==> config.mk <==
export PLATFORM = sky130hd
export DESIGN_NAME = updn_reload_timer
export DESIGN_NICKNAME = d
export VERILOG_FILES = /design/src/rtl/urt_pkg.sv /design/src/rtl/urt_sync_edge.sv /design/src/rtl/urt_count_core.sv /design/src/rtl/urt_flag_out.sv /design/src/rtl/updn_reload_timer.sv
export SDC_FILE = /design/constraint.sdc
export NUM_CORES = 1
export LEC_CHECK = 0
export CELL_PAD_IN_SITES_DETAIL_PLACEMENT = 0
export CELL_PAD_IN_SITES_GLOBAL_PLACEMENT = 2
export CORE_UTILIZATION = 29
export DETAILED_ROUTE_END_ITERATION = 7
export HOLD_SLACK_MARGIN = 0.03
export PLACE_DENSITY_LB_ADDON = 0.1
export SLEW_MARGIN = 40
export SYNTH_ARGS = -nofsm -noshare
export SYNTH_HDL_FRONTEND = slang
export SYNTH_SLANG_ARGS = --single-unit
==> constraint.sdc <==
create_clock -name clk -period 2.8 [get_ports clk]
set_input_delay 0.84 -clock clk [delete_from_list [all_inputs] [get_ports clk]]
set_output_delay 0.84 -clock clk [all_outputs]
set_load 0.005 [all_outputs]
==> src/rtl/urt_pkg.sv <==
package urt_pkg;
   typedef struct packed {
      logic out_en;   // bit 3
      logic dir_en;   // bit 2
      logic ext_en;   // bit 1
      logic capture;  // bit 0
   } urt_cfg_t;

   localparam int URT_CFG_W = $bits(urt_cfg_t);
endpackage

==> src/rtl/urt_sync_edge.sv <==
module urt_sync_edge #(
   parameter int STAGES = 2
) (
   input  logic clk,
   input  logic rst_n,
   input  logic pin,
   output logic level,
   output logic fall
);
   localparam int LAST = STAGES - 1;

   initial begin
      assert (STAGES >= 2) else $error("urt_sync_edge: STAGES must be at least 2");
   end

   logic [STAGES-1:0] chain;
   logic              prev;

   generate
      for (genvar i = 0; i < STAGES; i++) begin : g_stage
         if (i == 0) begin : g_first
            always_ff @(posedge clk or negedge rst_n)
               if (!rst_n) chain[0] <= 1'b1;
               else        chain[0] <= pin;
         end else begin : g_next
            always_ff @(posedge clk or negedge rst_n)
               if (!rst_n) chain[i] <= 1'b1;
               else        chain[i] <= chain[i-1];
         end
      end
   endgenerate

   always_ff @(posedge clk or negedge rst_n)
      if (!rst_n) prev <= 1'b1;
      else        prev <= chain[LAST];

   assign level = chain[LAST];
   assign fall  = prev & ~chain[LAST];

   // a detected fall always follows a high sample
   a_r3_fall_after_high: assert property (@(posedge clk) disable iff (!rst_n)
      fall |-> $past(level));
endmodule

==> src/rtl/urt_count_core.sv <==
module urt_count_core
   import urt_pkg::*;
#(
   parameter int W = 16
) (
   input  logic         clk,
   input  logic         rst_n,
   input  logic         run,
   input  logic         tick,
   input  urt_cfg_t     cfg,
   input  logic         dir_level,
   input  logic         fall,
   input  logic         cnt_we,
   input  logic [W-1:0] cnt_wdata,
   input  logic         rld_we,
   input  logic [W-1:0] rld_wdata,
   output logic [W-1:0] cnt_q,
   output logic [W-1:0] rld_q,
   output logic         ovf_evt,
   output logic         ext_evt,
   output logic         updn
);
   localparam logic [W-1:0] ALL1 = {W{1'b1}};
   localparam logic [W-1:0] ZERO = '0;
   localparam logic [W-1:0] ONE  = {{(W-1){1'b0}}, 1'b1};

   initial begin
      assert (W >= 2) else $error("urt_count_core: W must be at least 2");
   end

   logic adv, up, at_max, at_rld, reload_hit, capture_hit;
   logic [W-1:0] cnt_d, rld_d, wrap_val;

   always_comb begin
      adv         = run & tick;
      updn        = cfg.dir_en & ~cfg.capture;
      up          = ~updn | dir_level;
      at_max      = (cnt_q == ALL1);
      at_rld      = (cnt_q == rld_q);
      reload_hit  = cfg.ext_en & fall & ~updn & ~cfg.capture;
      capture_hit = cfg.ext_en & fall & cfg.capture;
      ovf_evt     = adv & ~cnt_we & ~reload_hit & (up ? at_max : at_rld);
      ext_evt     = (reload_hit & ~cnt_we) | capture_hit;
      wrap_val    = cfg.capture ? ZERO : rld_q;

      cnt_d = cnt_q;
      if (cnt_we)          cnt_d = cnt_wdata;
      else if (reload_hit) cnt_d = rld_q;
      else if (adv) begin
         if (up) cnt_d = at_max ? wrap_val : cnt_q + ONE;
         else    cnt_d = at_rld ? ALL1 : cnt_q - ONE;
      end

      rld_d = rld_q;
      if (rld_we)           rld_d = rld_wdata;
      else if (capture_hit) rld_d = cnt_q;
   end

   always_ff @(posedge clk or negedge rst_n)
      if (!rst_n) begin
         cnt_q <= ZERO;
         rld_q <= ZERO;
      end else begin
         cnt_q <= cnt_d;
         rld_q <= rld_d;
      end

   // up-count wrap restarts from the register
   a_r2_up_reload: assert property (@(posedge clk) disable iff (!rst_n)
      (adv && !updn && !cfg.capture && !cnt_we && !reload_hit && at_max)
      |=> cnt_q == $past(rld_q));
   // down-count at the register value lands on all-ones
   a_r4_down_wrap: assert property (@(posedge clk) disable iff (!rst_n)
      (adv && updn && !dir_level && !cnt_we && at_rld) |=> cnt_q == ALL1);
   // capture copies the count
   a_r6_capture: assert property (@(posedge clk) disable iff (!rst_n)
      (capture_hit && !rld_we) |=> rld_q == $past(cnt_q));
   // software write wins
   a_r9_write_wins: assert property (@(posedge clk) disable iff (!rst_n)
      cnt_we |=> cnt_q == $past(cnt_wdata));
   // count holds without a tick
   a_r10_hold: assert property (@(posedge clk) disable iff (!rst_n)
      (!cnt_we && !adv && !reload_hit) |=> $stable(cnt_q));
endmodule

==> src/rtl/urt_flag_out.sv <==
module urt_flag_out #(
   parameter bit HAS_TOGGLE = 1'b1
) (
   input  logic       clk,
   input  logic       rst_n,
   input  logic       ovf_evt,
   input  logic       ext_evt,
   input  logic       updn,
   input  logic       out_en,
   input  logic       tick_ext_src,
   input  logic [1:0] flag_clr,
   output logic       ovf_flag,
   output logic       ext_flag,
   output logic       tgl_out
);
   logic ovf_d, ext_d;

   always_comb begin
      ovf_d = ovf_evt ? 1'b1 : (flag_clr[0] ? 1'b0 : ovf_flag);
      if (updn)
         ext_d = ovf_evt ? ~ext_flag : (flag_clr[1] ? 1'b0 : ext_flag);
      else
         ext_d = ext_evt ? 1'b1 : (flag_clr[1] ? 1'b0 : ext_flag);
   end

   always_ff @(posedge clk or negedge rst_n)
      if (!rst_n) begin
         ovf_flag <= 1'b0;
         ext_flag <= 1'b0;
      end else begin
         ovf_flag <= ovf_d;
         ext_flag <= ext_d;
      end

   generate
      if (HAS_TOGGLE) begin : g_toggle
         always_ff @(posedge clk or negedge rst_n)
            if (!rst_n)                                 tgl_out <= 1'b0;
            else if (ovf_evt && out_en && !tick_ext_src) tgl_out <= ~tgl_out;

         // toggle on internal-tick overflow
         a_r7_toggle: assert property (@(posedge clk) disable iff (!rst_n)
            (ovf_evt && out_en && !tick_ext_src) |=> tgl_out != $past(tgl_out));
      end else begin : g_no_toggle
         assign tgl_out = 1'b0;
      end
   endgenerate

   // hardware set beats a clear
   a_r8_set_wins: assert property (@(posedge clk) disable iff (!rst_n)
      ovf_evt |=> ovf_flag);
   // flag holds without event or clear
   a_r8_ovf_hold: assert property (@(posedge clk) disable iff (!rst_n)
      (!ovf_evt && !flag_clr[0]) |=> $stable(ovf_flag));
   // wrap parity in up/down style
   a_r5_ext_toggle: assert property (@(posedge clk) disable iff (!rst_n)
      (ovf_evt && updn) |=> ext_flag != $past(ext_flag));
endmodule

==> src/rtl/updn_reload_timer.sv <==
module updn_reload_timer
   import urt_pkg::*;
#(
   parameter int W           = 16,
   parameter int SYNC_STAGES = 2,
   parameter bit HAS_TOGGLE  = 1'b1
) (
   input  logic                 clk,
   input  logic                 rst_n,
   input  logic                 run,
   input  logic                 tick,
   input  logic                 tick_ext_src,
   input  logic                 ctl_pin,
   input  logic                 cnt_we,
   input  logic [W-1:0]         cnt_wdata,
   input  logic                 rld_we,
   input  logic [W-1:0]         rld_wdata,
   input  logic                 cfg_we,
   input  logic [URT_CFG_W-1:0] cfg_wdata,
   input  logic [1:0]           flag_clr,
   output logic [W-1:0]         cnt_q,
   output logic [W-1:0]         rld_q,
   output logic [URT_CFG_W-1:0] cfg_q,
   output logic                 ovf_flag,
   output logic                 ext_flag,
   output logic                 tgl_out
);
   urt_cfg_t cfg_r;
   logic     pin_level, pin_fall, ovf_evt, ext_evt, updn;

   always_ff @(posedge clk or negedge rst_n)
      if (!rst_n)      cfg_r <= '0;
      else if (cfg_we) cfg_r <= urt_cfg_t'(cfg_wdata);

   assign cfg_q = cfg_r;

   urt_sync_edge #(.STAGES(SYNC_STAGES)) u_sync (
      .clk   (clk),
      .rst_n (rst_n),
      .pin   (ctl_pin),
      .level (pin_level),
      .fall  (pin_fall)
   );

   urt_count_core #(.W(W)) u_core (
      .clk       (clk),
      .rst_n     (rst_n),
      .run       (run),
      .tick      (tick),
      .cfg       (cfg_r),
      .dir_level (pin_level),
      .fall      (pin_fall),
      .cnt_we    (cnt_we),
      .cnt_wdata (cnt_wdata),
      .rld_we    (rld_we),
      .rld_wdata (rld_wdata),
      .cnt_q     (cnt_q),
      .rld_q     (rld_q),
      .ovf_evt   (ovf_evt),
      .ext_evt   (ext_evt),
      .updn      (updn)
   );

   urt_flag_out #(.HAS_TOGGLE(HAS_TOGGLE)) u_flags (
      .clk          (clk),
      .rst_n        (rst_n),
      .ovf_evt      (ovf_evt),
      .ext_evt      (ext_evt),
      .updn         (updn),
      .out_en       (cfg_r.out_en),
      .tick_ext_src (tick_ext_src),
      .flag_clr     (flag_clr),
      .ovf_flag     (ovf_flag),
      .ext_flag     (ext_flag),
      .tgl_out      (tgl_out)
   );

   // configuration reads back what was written
   a_r1_cfg_write: assert property (@(posedge clk) disable iff (!rst_n)
      cfg_we |=> cfg_q == $past(cfg_wdata));
endmodule

# Yosys cells after proc, flatten, opt, wreduce, memory -nomap -nowiden
# Cells that the tools add are included.
[word_totals]
inputBits = 47
wordCells = 58
ff_bits = 42
output_inout_bits = 39
[classes]
n_eq_ne = 2
n_addsub = 2
mux = 16
bitwise = 20
n_reduce_logical = 6
[op_table]
columns = ["operator", "n"]
rows = [
  ["$mux 16", 9],
  ["$add 16x1->16 const B", 1],
  ["$eq 16x16->1", 1],
  ["$eq 16x16->1 const B", 1],
  ["$sub 16x1->16 const B", 1],
  ["$and 1x1->1", 11],
  ["$mux 1", 7],
  ["$not 1->1", 7],
  ["$reduce_bool 2->1", 2],
  ["$reduce_bool 3->1", 1],
  ["$logic_and 1x1->1", 2],
  ["$or 1x1->1", 2],
  ["$logic_not 1->1", 1],
]

# Depth between registers and ports, before layout
[logic_depth]
ltp_word = 10
mapped_depth = 9
depth_no_buf = 7

# Modules after synthesis
# From an unflattened synthesis, not the netlist that was laid out.
[unflattened]
hier_cells = 409
area_unflattened_um2 = 3291.9
[modules_own_cells]
columns = ["mod", "instances", "seq_area_each_um2", "cells_per_inst", "area_per_inst_um2"]
rows = [
  ["urt_count_core", 1, 800.8, 385, 2919.0],
  ["updn_reload_timer", 1, 100.1, 8, 145.1],
  ["urt_flag_out", 1, 75.1, 12, 135.1],
  ["urt_sync_edge", 1, 78.8, 4, 92.6],
]

# Worst setup path before layout
# Ideal clock, no wire load.
[synth_timing]
path_type = "input port to flip-flop"
startpoint = "in run"
endpoint = "reg u_core.cnt_q[14]"
required_time_ns = 2.677
path_buffers = 1
path_stages = 7
slack_ns = 0.632
setup_time_ns = 0.123
arrival_time_ns = 2.045
cell_sequence = "and2_1 clkbuf_1 o31ai_1 o21ai_0 o21ai_0 a2111o_1 o221a_2"
[synth_via]
elab_chain_cells = 2
[synth_rtl]
columns = ["element", "line", "rtl"]
rows = [
  ["from (decl)", "updn_reload_timer.sv:10", "input logic run,"],
  ["$and 1x1->1", "urt_count_core.sv:35", "adv = run & tick;"],
  ["$reduce_bool 3->1 (no line)", "--", ""],
  ["to (signal assigned)", "urt_count_core.sv:64", "cnt_q <= cnt_d;"],
  ["to (decl)", "urt_count_core.sv:17", "output logic [W-1:0] cnt_q,"],
]
# No other way between the ends.
# A chain may end at the register's enable or synchronous reset.

# Worst setup path in the final report
[layout_timing]
startpoint = "reg u_core.rld_q[8]"
endpoint = "reg u_core.cnt_q[3]"
[layout_via]
elab_chain_cells = 6
[layout_rtl]
columns = ["element", "line", "rtl"]
rows = [
  ["from (decl)", "urt_count_core.sv:18", "output logic [W-1:0] rld_q,"],
  ["from (signal assigned)", "urt_count_core.sv:65", "rld_q <= rld_d;"],
  ["$eq 16x16->1", "urt_count_core.sv:39", "at_rld = (cnt_q == rld_q);"],
  ["$mux 16", "urt_count_core.sv:51", "else cnt_d = at_rld ? ALL1 : cnt_q - ONE;"],
  ["$mux 16", "urt_count_core.sv:50", "if (up) cnt_d = at_max ? wrap_val : cnt_q + ONE;"],
  ["$mux 16", "urt_count_core.sv:49", "else if (adv) begin"],
  ["$mux 16", "urt_count_core.sv:48", "else if (reload_hit) cnt_d = rld_q;"],
  ["$mux 16", "urt_count_core.sv:47", "if (cnt_we) cnt_d = cnt_wdata;"],
]
# No other way between the ends. The select of a mux whose other input is x is not followed.

==> metrics <==
Setup Crit Path Kind reg2reg; family with the most delay on the worst path simple AND/OR/NAND/NOR gates; top_reg_cell synth dfrtp_1; grt total ovfl 0; post_cts resized 0; detailed-route via count 3300; Fin. Hold Viols 0; clock buffer depth 2; Max rail drop VDD 0.198 mV; Setup TNS 0 ns; Synth Area in XOR/XNOR 0.102; top-area cell type share of the netlist area 0.299; Hold WC Path Type reg2reg; Max transition margin 0.530; Synth Warn # 0; Crit. End Element flip-flop; Worst Setup SP u_core.rld_q[8]; leakage 1.90 nW; Worst Skew 0.0120 ns; post-synthesis instance total 382; nature of the critical path startpoint flip-flop; syn avg cell area 8.54 um^2; die width 108 um; crit path DAT 2.80 ns; largest net degree at the start of global routing 33; Syn Std Cell Area 3260 um^2; CP cell instances xor2_1, nor4_1, nand4_1, and2_1, a221oi_1, o22a_1; H-tree depth 2; R2R cell count 6; drt total wl 11900 um; Synth cell types 62; # diodes 0; P per Cell Area 470 nW/um^2; DRC 0; adder-cell share of the synthesized area 0.00767; async set or reset register ratio after synthesis 1.00; post-synthesis mux area share 0.0645; net count after synthesis 431; Ports 86; CTS tree yes; per-cell routed wire length 19.2 um; DP Worst Slack 0.193 ns; first-pass GRT wire length 18700 um; crit share post-route 0.910; crit-path max FO 15; Die Y-Extent 108 um; status finished clean; largest family of logic cells by synthesized area compound AO/OA/AOI/OAI gates; Via-to-Cell Ratio 5.31; input/output buffers 85; CTS Buf Count 5; total core area 10900 um^2; Setup violations, final 0; die area 11700 um^2; Area contributors post-synth dfrtp_1, xor2_1, o21ai_0; cell count along the critical path 6; Seq/Total Area, Yosys 0.323; synth cell count leaders nand2_1, o21ai_0, dfrtp_1, xor2_1, nor2_1; RSZ-0062 raised after global routing no; initial antenna violation count 0; Fmax 0.393 GHz; Clk Latency, worst-skew pair 0.32 ns; Area Overhead vs Synth 38.8%; share of layout cells above drive strength 1 0.147; Layout Nets 530; FF-to-FF End u_core.cnt_q[3]; Bufs and invs on worst path 0; vias in the first global route 3289; Required @ worst endpoint 3.06 ns; Global Route Usage Sum 0.214; Clock Sinks 42; initial DRC count 154; number of synthesized flops with an enable pin 0; area leader, netlist dfrtp_1; Worst path max stage delay 0.61 ns; antenna-violating nets left 0; Slew Viols, Final 0; Placer Congestion 0.906; post-synthesis simple-gate area fraction 0.210; maxcap violations 0; FP Rows 38; synthesis-stage register bit count 42; Post-CTS Hold Fix Bufs 0; Reg clk slew, reported paths 0.10 ns; Setup Buffers After CTS 0; cell with the largest stage delay on the worst path nor4_1; Worst Setup EP u_core.cnt_q[3]; setup ws final 0.253 ns; Pre-antenna DRT Iters 4; min cycle time layout 2.55 ns; Critical R2R Launch u_core.rld_q[8]; reg2reg setup slack 0.25 ns; Compound-Gate Fraction of Synth Area 0.227; most frequent cell after synthesis nand2_1; hpwl dp 9010 um; CTS Root Cell clkbuf_8; Worst-Margin Slew 0.705 ns; initial core utilization 0.299
[state kept, by name, summed over array words and instances, names as in the netlist]
register,flops
u_core.rld_q,16
u_flags.tgl_out,1
u_sync.chain,1
u_flags.ext_flag,1
u_core.cnt_q,16
u_sync.level,1
u_sync.prev,1
u_flags.ovf_flag,1
cfg_q,4
[area by class of cell]
| cell class | count | area, um^2 |
|---|---|---|
| multi-input combinational | 299 | 2010 |
| fill | 1109 | 6360 |
| timing repair buffer | 127 | 1170 |
| tap | 140 | 175 |
| clock buffer | 5 | 68.8 |
| inverter | 6 | 22.5 |
| sequential | 42 | 1050 |
| clock inverter | 3 | 25.0 |
[placed cells by master (no fill, tap or decap), types with 4 or more instances in the layout]
cell,instances
nand3_1,11
o21ai_0,42
nand2_1,44
xnor2_1,13
nor2_1,24
o221a_2,4
clkdlybuf4s50_1,84
mux2_2,4
a31oi_1,10
a221o_1,5
xor2_1,25
dfrtp_1,39
nor4_1,9
buf_4,41
clkbuf_8,5
mux2i_1,15
or3_1,4
inv_1,6
a211oi_1,4
a221oi_1,4
nor3_1,4
and3_1,4
and2_1,7
o22a_1,4
a21oi_1,13
[power by group]
| part | total, mW | internal [mW] | switching, mW |
|---|---|---|---|
| Combinational | 0.872 | 0.468 | 0.404 |
| Clock | 0.438 | 0.181 | 0.257 |
| Sequential | 0.820 | 0.684 | 0.136 |
[how the worst min path moves through the flow]
stage / from / cells past startpoint / end
final: u_sync.chain[0] / 0 / u_sync.level
after global routing: u_sync.chain[0] / 0 / u_sync.level
after CTS: u_sync.chain[0] / 0 / u_sync.level
after detailed placement: u_sync.chain[0] / 0 / u_sync.level
after global placement: u_sync.chain[0] / 0 / u_sync.level
after floorplan: u_sync.chain[0] / 0 / u_sync.level
[logic make-up (layout without fill, tap and decap cells)]
group	Yosys count	after routing
buf+inv	41	141
xor+xnor	38	38
fa+ha+maj	2	2
flops	42	42
simple gates	130	130
compound gates	109	109
mux	20	20
[metrics by stage]
| stage | instance area [um^2] | hold WS (ns) | power (mW) | util | std cells |
|---|---|---|---|---|---|
| 2_1_floorplan | 3260 | 0.345 | 1.27 | - | 382 |
| 3_3_place_gp | 4420 | 0.347 | 1.70 | 0.406 | 614 |
| 3_5_place_dp | 4430 | 0.354 | 1.70 | 0.407 | 614 |
| 4_1_cts | 4530 | 0.370 | 2.15 | 0.416 | 622 |
| 5_1_grt | 4530 | 0.371 | 2.27 | 0.416 | 622 |
| 6_report | 4530 | 0.366 | 2.13 | 0.416 | 622 |
[layer usage]
metal  GRT usage  up-vias  wire (um)
li1            -     1601          -
met1       0.301     1601       5660
met2       0.346       88       5600
met3      0.0295       10        584
met4      0.0489        0        104
met5           0        -          0
Note: power is estimated with default switching activity, not from simulation.
